## src/rtl/i2s_tx_pkg.sv

```systemverilog
package i2s_tx_pkg;
  // strobes from control to datapath, all valid on a bit-clock falling tick
  typedef struct packed {
    logic clear;    // slot register to zero
    logic load;     // capture FIFO word, aligned so slot MSB is on top
    logic shift;    // advance to next bit
    logic wsWrite;  // update word select
    logic wsNext;   // word select value for the coming bit
  } dpCtl_t;
endpackage

```

## src/rtl/i2s_tx_ctrl.sv

```systemverilog
module i2s_tx_ctrl
  import i2s_tx_pkg::*;
#(
  parameter int WORD_W  = 32,
  parameter int RATIO_W = 8,
  parameter int RES_W   = 6,
  localparam int SH_W   = $clog2(WORD_W) + 1,
  localparam int IDX_W  = $clog2(2 * WORD_W) + 1,
  localparam int DIV_W  = RATIO_W + 1
) (
  input  logic               clk,
  input  logic               rst_n,
  input  logic               txEnable,
  input  logic [RATIO_W-1:0] ratioCfg,
  input  logic [RES_W-1:0]   resCfg,
  input  logic               fifoEmpty,
  output logic               fifoPop,
  output logic               sclkOut,
  output dpCtl_t             ctl,
  output logic [SH_W-1:0]    shamt
);
  logic [DIV_W-1:0] divCnt, halfLim;
  logic             sclkQ, tick, fallTick;
  logic             active, zeroFrame, leftPopped;
  logic [IDX_W-1:0] idx, lastIdx, newIdx, n1, twoW;
  logic [SH_W-1:0]  slotW, effRes, newW;
  logic             frameEnd, rightStart;
  logic             startZero, stayIdle, frameRestart, goIdle, toRight, midShift;
  logic             popLeft, popRight;

  assign halfLim  = DIV_W'(ratioCfg) + DIV_W'(1);
  assign tick     = (divCnt >= halfLim);
  assign fallTick = tick & sclkQ;
  assign sclkOut  = sclkQ;

  assign effRes = ((resCfg == '0) || (int'(resCfg) > WORD_W)) ? SH_W'(WORD_W) : SH_W'(resCfg);

  assign lastIdx    = IDX_W'({slotW, 1'b0}) - IDX_W'(1);
  assign frameEnd   = (idx == lastIdx);
  assign rightStart = ((idx + IDX_W'(1)) == IDX_W'(slotW));

  assign startZero    = fallTick & ~active & txEnable;
  assign stayIdle     = fallTick & ~active & ~txEnable;
  assign frameRestart = fallTick & active & frameEnd & txEnable;
  assign goIdle       = fallTick & active & frameEnd & ~txEnable;
  assign toRight      = fallTick & active & ~frameEnd & rightStart;
  assign midShift     = fallTick & active & ~frameEnd & ~rightStart;

  assign popLeft  = frameRestart & ~fifoEmpty;
  assign popRight = toRight & ~zeroFrame & leftPopped & ~fifoEmpty;
  assign fifoPop  = popLeft | popRight;

  // position and width of the bit that starts after this tick
  assign newIdx = (startZero | frameRestart) ? '0 : idx + IDX_W'(1);
  assign newW   = (startZero | frameRestart) ? effRes : slotW;
  assign n1     = newIdx + IDX_W'(1);
  assign twoW   = IDX_W'({newW, 1'b0});
  assign shamt  = SH_W'(WORD_W) - newW;

  always_comb begin
    ctl         = '0;
    ctl.wsWrite = fallTick;
    ctl.clear   = startZero | stayIdle | goIdle | (frameRestart & fifoEmpty) | (toRight & ~popRight);
    ctl.load    = popLeft | popRight;
    ctl.shift   = midShift;
    // word select leads the data by one bit period
    if (stayIdle | goIdle) ctl.wsNext = 1'b0;
    else if (n1 == twoW)   ctl.wsNext = 1'b0;
    else                   ctl.wsNext = (n1 >= IDX_W'(newW));
  end

  always_ff @(posedge clk or negedge rst_n) begin
    if (!rst_n) begin
      divCnt <= '0;
      sclkQ  <= 1'b0;
    end else if (tick) begin
      divCnt <= '0;
      sclkQ  <= ~sclkQ;
    end else begin
      divCnt <= divCnt + DIV_W'(1);
    end
  end

  always_ff @(posedge clk or negedge rst_n) begin
    if (!rst_n) begin
      active     <= 1'b0;
      zeroFrame  <= 1'b0;
      leftPopped <= 1'b0;
      idx        <= '0;
      slotW      <= SH_W'(WORD_W);
    end else if (startZero) begin
      active     <= 1'b1;
      zeroFrame  <= 1'b1;
      leftPopped <= 1'b0;
      idx        <= '0;
      slotW      <= effRes;
    end else if (frameRestart) begin
      zeroFrame  <= 1'b0;
      leftPopped <= popLeft;
      idx        <= '0;
      slotW      <= effRes;
    end else if (goIdle) begin
      active <= 1'b0;
      idx    <= '0;
    end else if (toRight | midShift) begin
      idx <= idx + IDX_W'(1);
    end
  end
endmodule

```

## src/rtl/i2s_tx_dp.sv

```systemverilog
module i2s_tx_dp
  import i2s_tx_pkg::*;
#(
  parameter int WORD_W = 32,
  localparam int SH_W  = $clog2(WORD_W) + 1
) (
  input  logic              clk,
  input  logic              rst_n,
  input  dpCtl_t            ctl,
  input  logic [SH_W-1:0]   shamt,
  input  logic [WORD_W-1:0] fifoData,
  output logic              wsOut,
  output logic              sdOut
);
  logic [WORD_W-1:0] slotReg;
  logic              wsQ;

  always_ff @(posedge clk or negedge rst_n) begin
    if (!rst_n) begin
      slotReg <= '0;
      wsQ     <= 1'b0;
    end else begin
      if (ctl.clear)      slotReg <= '0;
      else if (ctl.load)  slotReg <= fifoData << shamt;
      else if (ctl.shift) slotReg <= slotReg << 1;
      if (ctl.wsWrite)    wsQ <= ctl.wsNext;
    end
  end

  assign sdOut = slotReg[WORD_W-1];
  assign wsOut = wsQ;
endmodule

```

## src/rtl/i2s_tx_master.sv

```systemverilog
module i2s_tx_master
  import i2s_tx_pkg::*;
#(
  parameter int WORD_W  = 32,
  parameter int RATIO_W = 8,
  parameter int RES_W   = 6,
  localparam int SH_W   = $clog2(WORD_W) + 1
) (
  input  logic               clk,
  input  logic               rst_n,
  input  logic               txEnable,
  input  logic [RATIO_W-1:0] ratioCfg,
  input  logic [RES_W-1:0]   resCfg,
  input  logic [WORD_W-1:0]  fifoData,
  input  logic               fifoEmpty,
  output logic               fifoPop,
  output logic               sclkOut,
  output logic               wsOut,
  output logic               sdOut
);
  dpCtl_t          ctl;
  logic [SH_W-1:0] shamt;

  i2s_tx_ctrl #(.WORD_W(WORD_W), .RATIO_W(RATIO_W), .RES_W(RES_W)) u_ctrl (
    .clk(clk), .rst_n(rst_n), .txEnable(txEnable), .ratioCfg(ratioCfg),
    .resCfg(resCfg), .fifoEmpty(fifoEmpty), .fifoPop(fifoPop),
    .sclkOut(sclkOut), .ctl(ctl), .shamt(shamt)
  );

  i2s_tx_dp #(.WORD_W(WORD_W)) u_dp (
    .clk(clk), .rst_n(rst_n), .ctl(ctl), .shamt(shamt),
    .fifoData(fifoData), .wsOut(wsOut), .sdOut(sdOut)
  );
endmodule

```

## config.mk

```make
export PLATFORM = sky130hd
export DESIGN_NAME = i2s_tx_master
export DESIGN_NICKNAME = d
export VERILOG_FILES = /design/src/rtl/i2s_tx_pkg.sv /design/src/rtl/i2s_tx_ctrl.sv /design/src/rtl/i2s_tx_dp.sv /design/src/rtl/i2s_tx_master.sv
export SDC_FILE = /design/constraint.sdc
export NUM_CORES = 1
export LEC_CHECK = 0
export ABC_AREA = 1
export CORE_ASPECT_RATIO = 1.1
export CORE_MARGIN = 5
export CORE_UTILIZATION = 60
export CTS_CLUSTER_DIAMETER = 30
export DETAILED_ROUTE_END_ITERATION = 6
export PLACE_DENSITY = 0.94
export RECOVER_POWER = 25
export SYNTH_ARGS = -nofsm -noshare
export SYNTH_HDL_FRONTEND = slang
export SYNTH_SLANG_ARGS = --single-unit
```

## constraint.sdc

```tcl
create_clock -name clk -period 10.13 [get_ports clk]
set_input_delay 2.026 -clock clk [delete_from_list [all_inputs] [get_ports clk]]
set_output_delay 2.026 -clock clk [all_outputs]
set_load 0.05 [all_outputs]
```

**Word level (Yosys, flattened, before mapping)**

Cells that the tools add are included.

- Add/subtract/negate cells: 6
- Multiply operators: 0
- Div/mod/pow operators: 0
- Order comparisons: 3
- Equality and inequality tests: 4
- Shifts and indexed selects: 1
- Muxes and demuxes: 22
- Bitwise gates (word level): 33
- Reductions and logical operators: 7

Operators with widths:

| operator | number |
|---|---|
| 2-to-1 mux 32 bit | 3 |
| 2-to-1 mux 7 bit | 5 |
| << shifter 32 x 6 -> 32 bit | 1 |
| 2-to-1 mux 6 bit | 4 |
| AND 1 bit | 17 |
| adder 7 x 1 -> 7 bit, second input constant | 2 |
| == test 7 bit | 2 |
| adder 8 x 1 -> 9 bit, second input constant | 1 |
| adder 9 x 1 -> 9 bit, second input constant | 1 |
| greater-or-equal comparator 9 bit | 1 |
| 2-to-1 mux 1 bit | 9 |
| 2-to-1 mux 9 bit | 1 |
| inverter 1 bit | 8 |
| OR 1 bit | 8 |
| == test 7 x 6 -> 1 bit | 1 |
| greater-or-equal comparator 7 x 6 -> 1 bit | 1 |
| subtractor 7 x 1 -> 7 bit, second input constant | 1 |
| > comparator 6 bit, second input constant | 1 |
| logical NOT 6 bit | 1 |
| subtractor 6 bit, first input constant | 1 |
| nonzero test 2 bit | 2 |
| nonzero test 4 bit | 1 |
| nonzero test 3 bit | 1 |
| inequality test 2 x 1 -> 1 bit, second input constant | 1 |
| other kinds (2) | 2 |

- Flip-flop bits (word level): 59
- Bits in latches: 0
- RAM bits: 0
- ROM bits: 0
- Input bits: 50
- Output and inout bits: 4
- Word-level logic and storage cells: 85
- Memories kept: 0

**Longest topological paths before layout**

Gate-level depths: netlist of run 1.

- Word-level depth: 13
- Depth in mapped cells: 33
- Depth with buffers taken out: 31

**By module**

A second synthesis of run 1 with hierarchy kept.

- Cells, all modules: 891
- Area total of the unflattened synthesis: 5505.3 um2

By module, submodules not included:

| module | times used | cells each | area each (um2) | sequential area each (um2) |
|---|---|---|---|---|
| i2s_tx_dp | 1 | 524 | 3039.2 | 825.8 |
| i2s_tx_ctrl | 1 | 367 | 2466.1 | 651.9 |

**Worst setup path after synthesis of run 1**

OpenSTA, ideal clock, no wires.

- Kind: input to output
- From: input ratioCfg[2]
- To: output fifoPop
- Data arrival time: 4.258 ns
- Required time: 8.104 ns
- Setup slack: 3.846 ns
- Stages: 16
- Path buffers: 0
- Cells stage by stage: nand3_1 nand3b_1 nor2_1 xor2_1 inv_1 ha_1 nand2_1 nor2_2 nand3_1 nand3_2 nand2_2 inv_1 nand3_1 nor2_1 nand4_1 nand2_1

- Longest elaborated chain between the ends: 10
- Elaborated cells between the ends (all ways): 13
- Those cells by class: 1 x add/sub; 1 x order compare; 11 x bitwise

Ends and longest elaborated chain:

| what | RTL line | text |
|---|---|---|
| from (decl) | i2s_tx_master.sv:12 | `input logic [RATIO_W-1:0] ratioCfg,` |
| adder 8 x 1 -> 9 bit (*) | i2s_tx_ctrl.sv:31 | `assign halfLim = DIV_W'(ratioCfg) + DIV_W'(1);` |
| greater-or-equal comparator 9 bit (*) | i2s_tx_ctrl.sv:32 | `assign tick = (divCnt >= halfLim);` |
| AND 1 bit (*) | i2s_tx_ctrl.sv:33 | `assign fallTick = tick & sclkQ;` |
| AND 1 bit (*) | i2s_tx_ctrl.sv:44, i2s_tx_ctrl.sv:46 |  |
| AND 1 bit (2 in a row) | i2s_tx_ctrl.sv:46 | `assign toRight = fallTick & active & ~frameEnd & rightStart;` |
| AND 1 bit (3 in a row) | i2s_tx_ctrl.sv:50 | `assign popRight = toRight & ~zeroFrame & leftPopped & ~fifoEmpty;` |
| OR 1 bit (*) | i2s_tx_ctrl.sv:51 | `assign fifoPop = popLeft \| popRight;` |
| to (decl) | i2s_tx_master.sv:16 | `output logic fifoPop,` |

Every way passes the cells marked *; elsewhere a longest branch is shown, timed or not.

**Final worst setup path of run 1**

Ends and elaborated chain as after synthesis.

==> results of run 1 <==
-- cells in the mapped netlist (3+ instances only) --
| cell type | n |
|---|---|
| nor2_1 | 43 |
| buf_4 | 8 |
| buf_2 | 10 |
| nor3_1 | 6 |
| a21boi_1 | 8 |
| buf_6 | 3 |
| nor3b_1 | 4 |
| a21oi_1 | 11 |
| inv_2 | 10 |
| o21ai_0 | 10 |
| o21a_1 | 3 |
| nor2_2 | 4 |
| nand2_1 | 325 |
| o22ai_1 | 6 |
| nand3_1 | 200 |
| dfrtp_1 | 58 |
| a21boi_0 | 3 |
| clkbuf_1 | 14 |
| ha_1 | 21 |
| nand2_4 | 5 |
| nand2_2 | 13 |
| and3_1 | 4 |
| inv_1 | 87 |
| xor2_1 | 16 |
| o21ai_1 | 19 |
| nand3_2 | 5 |
| nand4_1 | 10 |
-- final cells by class --
type,instances,area (µm²)
multi-input combinational,733,3660
sequential,59,1480
timing repair buffer,55,537
fill,821,2950
tap,117,146
clock buffer,12,155
inverter,99,375
clock inverter,4,48.8
-- layer usage --
metal  wire length [µm]  global-route usage
met5                  0                   0
met1               6250               0.357
met2               7370               0.439
met4                598               0.123
met3               1040              0.0360
-- cells by family (layout without fill, tap and decap cells) --
logic type / count (synthesis) / after routing / share of synthesized area
simple gates: 627 / 627 / 0.495
fa+ha+maj: 21 / 21 / 0.0460
compound gates: 67 / 67 / 0.0701
buf+inv: 136 / 170 / 0.101
xor+xnor: 18 / 18 / 0.0289
flops: 59 / 59 / 0.259
-- through the flow --
stage | worst slack (ps) | cell area (µm²)
3_3_place_gp | 2040 | 6200
3_5_place_dp | 1870 | 6200
4_1_cts | 1840 | 6400
2_1_floorplan | 3850 | 5710
6_report | 1850 | 6400
5_1_grt | 1520 | 6400
-- tightest hold or removal path, delay by kind of cell (launching register included) --
kind          cells  cell delay, ps
simple gates      2             110
flops             1             350
-- state kept, by name (all words and copies together), names as in the netlist --
| name | flops |
|---|---|
| u_ctrl.zeroFrame | 1 |
| u_ctrl.idx | 7 |
| u_dp.wsOut | 1 |
| u_ctrl.leftPopped | 1 |
| u_ctrl.divCnt | 9 |
| u_ctrl.active | 1 |
| u_ctrl.slotW | 6 |
| u_dp.slotReg | 32 |
| u_ctrl.sclkOut | 1 |
-- power by group --
part / total (µW) / switching, µW / internal [µW] / leakage, µW
combinational: 1250 / 844 / 402 / 0.00250
sequential: 344 / 56.2 / 288 / 0.000777
clock: 219 / 92.7 / 127 / 0.000106
-- final timing paths --
check                                                  start                            to  slack [ps]
worst max-delay path                             ratioCfg[2]                       fifoPop        1850
worst min-delay path            u_dp.slotReg[18]$_DFFE_PN0P_  u_dp.slotReg[18]$_DFFE_PN0P_         480
worst max register to register    u_ctrl.divCnt[8]$_DFF_PN0_  u_dp.slotReg[17]$_DFFE_PN0P_        4930
worst min register to register  u_dp.slotReg[18]$_DFFE_PN0P_  u_dp.slotReg[18]$_DFFE_PN0P_         480
max in group asynchronous                              rst_n  u_dp.slotReg[27]$_DFFE_PN0P_        5570
min in group asynchronous                              rst_n    u_ctrl.divCnt[7]$_DFF_PN0_        2810
-- placed cells by master, fill, tap and decap left out, types with 2 or more instances in the layout --
| cell | n |
|---|---|
| nand2_1 | 325 |
| nand3_1 | 200 |
| inv_1 | 87 |
| dfrtp_1 | 58 |
| clkdlybuf4s50_1 | 52 |
| nor2_1 | 43 |
| ha_1 | 21 |
| o21ai_1 | 19 |
| xor2_1 | 16 |
| nand2_2 | 13 |
| a21oi_1 | 11 |
| clkbuf_8 | 11 |
| inv_2 | 10 |
| nand4_1 | 10 |
| o21ai_0 | 10 |
| a21boi_1 | 8 |
| nor3_1 | 6 |
| o22ai_1 | 6 |
| nand3_2 | 5 |
| nand2_4 | 5 |
| nor2_2 | 4 |
| and3_1 | 4 |
| nor3b_1 | 4 |
| clkinv_2 | 3 |
| a21boi_0 | 3 |
| o21a_1 | 3 |
| nor2_4 | 2 |
| clkbuf_1 | 2 |
==> impl_metrics.yaml, run 1 <==
logic_synthesis:
  yosysSeqAreaShare: 0.259
  ys_top_cells_by_area: "dfrtp_1 25%, nand2_1 21%, nand3_1 18%"
  syn_nets: 999
  syn_avg_cell_area_um2: 6.16
  netlist-cell-type-count: 47
  synth-seq-cells: 59
  ys.flop_type: "dfrtp_1"
  postSynthCellCount: 928
  synth_edf_count: 0
  synth_top_area_cell: "dfrtp_1"
  synthArstFlopShare: 1.00
  synthDominantCellAreaShare: 0.254
  syn_area_um2: 5710
  ys_warn_count: 0
floorplan:
  core_um2: 9350
  ioPinCount: 54
  die_area_um2: 11600
  dieWidth_um: 103
  fp-row-count: 37
  start_util: 0.611
  die_h_um: 112
timing:
  timing.final.crit_share: 0.817
  hold_viol: 0
  worstMarginPinSlew_ps: 3110
  drv_slew: 60
  setup_viol: 0
  fin_tns_setup_ps: 0
  max_freq_ghz: 0.121
  fin_hold_ws_ps: 484
  fin_skew_ps: 8.78
  rsz0062_at_grt: "no"
  relSlewSlack: -1.07
  min_period_ps: 8280
placement:
  io_buffers: 53
  hpwl_um: 11400
  numPlacedInstances: 1063
  gp_congestion: 0.939
drt:
  vias_per_cell: 5.79
  drt_wl_total_um: 15300
  vias: 6249
  drcViolationCount: 0
  drtPass1Iterations: 5
  drtIter0Drc: 517
  antenna_left: 0
  wire_per_inst_um: 14.1
run_status:
  violations: "capacitance limit, slew limit"
  status: "finished with violations"
critical_path:
  critPathCaptureType: "primary output"
  crit_family: "simple AND/OR/NAND/NOR gates"
  crit_chain: "clkdlybuf4s50_1 > nand3_1 > nand3b_1 > nor2_1 > xor2_1 > inv_1 > ha_1 > nand2_1 > nor2_2 > nand3_1 > nand3_2 > nand2_2 > inv_1 > nand3_1 > nor2_1 > nand4_1 > nand2_1 > clkdlybuf4s50_1"
  path_common_cell: "nand3_1"
  critPathLaunchType: "primary input"
  ff2ff_path_depth: 22
  required_ps: 8100
  arrival_ps: 6250
  worstSetupPathType: "in2out"
  cp_slowest_cell: "clkdlybuf4s50_1"
  crit_cells: 18
  worstPathMaxFanout: 35
  cpPeakStageDelay_ps: 820
  crit_buf_inv: 4
clock_tree:
  clockBufferDepth: 2
  path_clk_slew_ps: 70
  cts_inserted_buffers: 9
  hold_buffers: 0
  cts_resized: 0
  cts_setup_buffers: 0
  tritoncts: "done"
  h-tree-depth: 3
  cts_sinks: 59
  cts-root-buf: "clkbuf_8"
  clk_latency_ps: 340
worst_hold_path:
  min_path_cells: 2
  hold_class: "reg2reg"
flow_run:
  cap_viol_max_count: 1
final_layout:
  antennaDiodeCount: 0
  final_core_util: 0.684
  drive_gt1_frac: 0.0665
  num-nets-final: 1028
  stdcell_count: 1079
  syn2layout_area_growth_pct: 12.0
power_and_ir_drop:
  p_leak_uw: 0.00339
  peakVddDrop_mv: 0.192
  finalPower_uw: 1810
  p_per_area_nw_per_um2: 283
global_routing:
  grt_pass1_vias: 5761
  overflow: 0
  antenna_found_initial: 0
  grt_pass1_wl_um: 25900
  grt_max_degree: 60
  grt_use_total: 0.271
Note: power is estimated with default switching activity, not from simulation.
==> run 2, diff against run 1 <==
--- a/config.mk
+++ b/config.mk
@@ -8,10 +8,10 @@
 export ABC_AREA = 1
 export CORE_ASPECT_RATIO = 1.1
 export CORE_MARGIN = 5
-export CORE_UTILIZATION = 60
+export CORE_UTILIZATION = 53
 export CTS_CLUSTER_DIAMETER = 30
 export DETAILED_ROUTE_END_ITERATION = 6
-export PLACE_DENSITY = 0.94
+export PLACE_DENSITY = 0.89
 export RECOVER_POWER = 25
 export SYNTH_ARGS = -nofsm -noshare
 export SYNTH_HDL_FRONTEND = slang
==> constraint.sdc (replaced) <==
create_clock -name clk -period 7.2 [get_ports clk]
set_input_delay 1.44 -clock clk [delete_from_list [all_inputs] [get_ports clk]]
set_output_delay 1.44 -clock clk [all_outputs]
set_load 0.05 [all_outputs]
==> impl_metrics.yaml, run 2 (synthesis gave the netlist of run 1 again) <==
floorplan:
  die_area_um2: 13000
  dieWidth_um: 109
  fp-row-count: 39
  die_h_um: 119
  start_util: 0.545
  ioPinCount: 54
  core_um2: 10500
worst_hold_path:
  hold_class: "reg2reg"
critical_path:
  crit_chain: "clkdlybuf4s50_1 > nand3_1 > nand3b_1 > nor2_1 > xor2_1 > inv_1 > ha_1 > nand2_1 > nor2_2 > nand3_1 > nand3_2 > nand2_2 > buf_4 > inv_1 > nand3_1 > nor2_1 > nand4_1 > nand2_1 > buf_4"
  required_ps: 5760
  cpPeakStageDelay_ps: 520
  path_common_cell: "nand3_1"
  cp_slowest_cell: "clkdlybuf4s50_1"
  worstPathMaxFanout: 34
  worstSetupPathType: "in2out"
  crit_buf_inv: 5
  arrival_ps: 4810
  critPathCaptureType: "primary output"
  crit_family: "simple AND/OR/NAND/NOR gates"
  critPathLaunchType: "primary input"
timing:
  fin_tns_setup_ps: 0
  fin_hold_ws_ps: 479
  max_freq_ghz: 0.160
  timing.final.crit_share: 0.869
  min_period_ps: 6250
  fin_skew_ps: 8.85
  setup_viol: 0
  hold_viol: 0
  worstMarginPinSlew_ps: 3200
  drv_slew: 60
  rsz0062_at_grt: "no"
  relSlewSlack: -1.13
drt:
  drtPass1Iterations: 6
  drt_wl_total_um: 15500
  drtIter0Drc: 513
  vias: 6271
  wire_per_inst_um: 14.0
  vias_per_cell: 5.65
  antenna_left: 0
  drcViolationCount: 0
clock_tree:
  cts_resized: 0
  cts_setup_buffers: 0
  clockBufferDepth: 2
  clk_latency_ps: 330
  hold_buffers: 0
  path_clk_slew_ps: 50
  cts-root-buf: "clkbuf_16"
  cts_sinks: 59
  h-tree-depth: 3
  tritoncts: "done"
  cts_inserted_buffers: 9
final_layout:
  final_core_util: 0.625
  syn2layout_area_growth_pct: 14.7
  regMostFlops: "u_dp.slotReg"
  largest_reg_flops: 32
  num-fill-cells: 986
  stdcell_count: 1109
  num-nets-final: 1032
  final_common_cell: "nand2_1"
  mostFrequentLayoutCells: "325 x nand2_1, 200 x nand3_1, 87 x inv_1"
  antennaDiodeCount: 0
  drive_gt1_frac: 0.0725
  top_regs: "u_dp.slotReg x32, u_ctrl.divCnt x9, u_ctrl.idx x7"
power_and_ir_drop:
  p_per_area_nw_per_um2: 415
  finalPower_uw: 2720
  p_leak_uw: 0.00345
  peakVddDrop_mv: 0.241
placement:
  gp_congestion: 1.01
  numPlacedInstances: 1093
  hpwl_um: 11400
  io_buffers: 53
global_routing:
  overflow: 0
  grt_use_total: 0.244
  antenna_found_initial: 0
  grt_pass1_vias: 5796
  grt_max_degree: 60
  grt_pass1_wl_um: 26200
flow_run:
  cap_viol_max_count: 1
run_status:
  status: "finished with violations"
  violations: "capacitance limit, slew limit"
==> run 2: changes by cell type in the layout (fill, tap and decap cells not counted) <==
cell,previous run,this run
buf_4,1,6
clkbuf_1,2,1
clkbuf_16,0,9
clkbuf_8,11,1
clkdlybuf4s50_1,52,51
clkinv_4,1,0
clkinvlp_4,0,2
inv_6,0,1
==> run 2: cell type report <==
type                            count  area [µm²]  area share
Multi-Input combinational cell    733        3660       0.558
Sequential cell                    59        1480       0.225
Inverter                           99         375      0.0573
Clock buffer                       10         239      0.0365
Timing Repair Buffer               59         564      0.0861
Tap cell                          143         179      0.0273
Clock inverter                      6        63.8     0.00973
==> run 2: through the flow <==
stage	setup WS (ps)	cell area, µm²
5_1_grt	577	6560
3_5_place_dp	949	6260
3_3_place_gp	1110	6260
6_report	945	6560
4_1_cts	929	6560
2_1_floorplan	2090	5710
==> run 2: metal layers <==
metal	wire, µm	vias to the layer above	global-route usage
met4	597	0	0.109
met1	6420	2804	0.317
met3	1390	60	0.0465
li1	-	3081	-
met2	7100	326	0.392
met5	0	-	0
==> run 2: tightest hold or removal path, stage by stage (launching register included) <==
cell	delay (ps)
dfrtp_1	340
nand2_1	50
nand2_1	60
==> run 2: power by group <==
part	internal (µW)	switching [µW]
combinational	581	1220
clock	277	158
sequential	406	76.5
==> run 2: worst paths after layout <==
| path | startpoint | to | slack [ps] | depth (start not counted) |
|---|---|---|---|---|
| max reg2reg | u_ctrl.divCnt[8]$_DFF_PN0_ | u_dp.wsOut$_DFFE_PN0N_ | 3130 | 20 |
| min | u_dp.slotReg[31]$_DFFE_PN0P_ | u_dp.slotReg[31]$_DFFE_PN0P_ | 480 | 2 |
| max | ratioCfg[2] | fifoPop | 950 | 19 |
| max in group asynchronous | rst_n | u_ctrl.sclkOut$_DFFE_PN0N_ | 3130 | 2 |
| min in group asynchronous | rst_n | u_ctrl.divCnt[8]$_DFF_PN0_ | 2270 | 2 |
| min reg2reg | u_dp.slotReg[31]$_DFFE_PN0P_ | u_dp.slotReg[31]$_DFFE_PN0P_ | 480 | 2 |
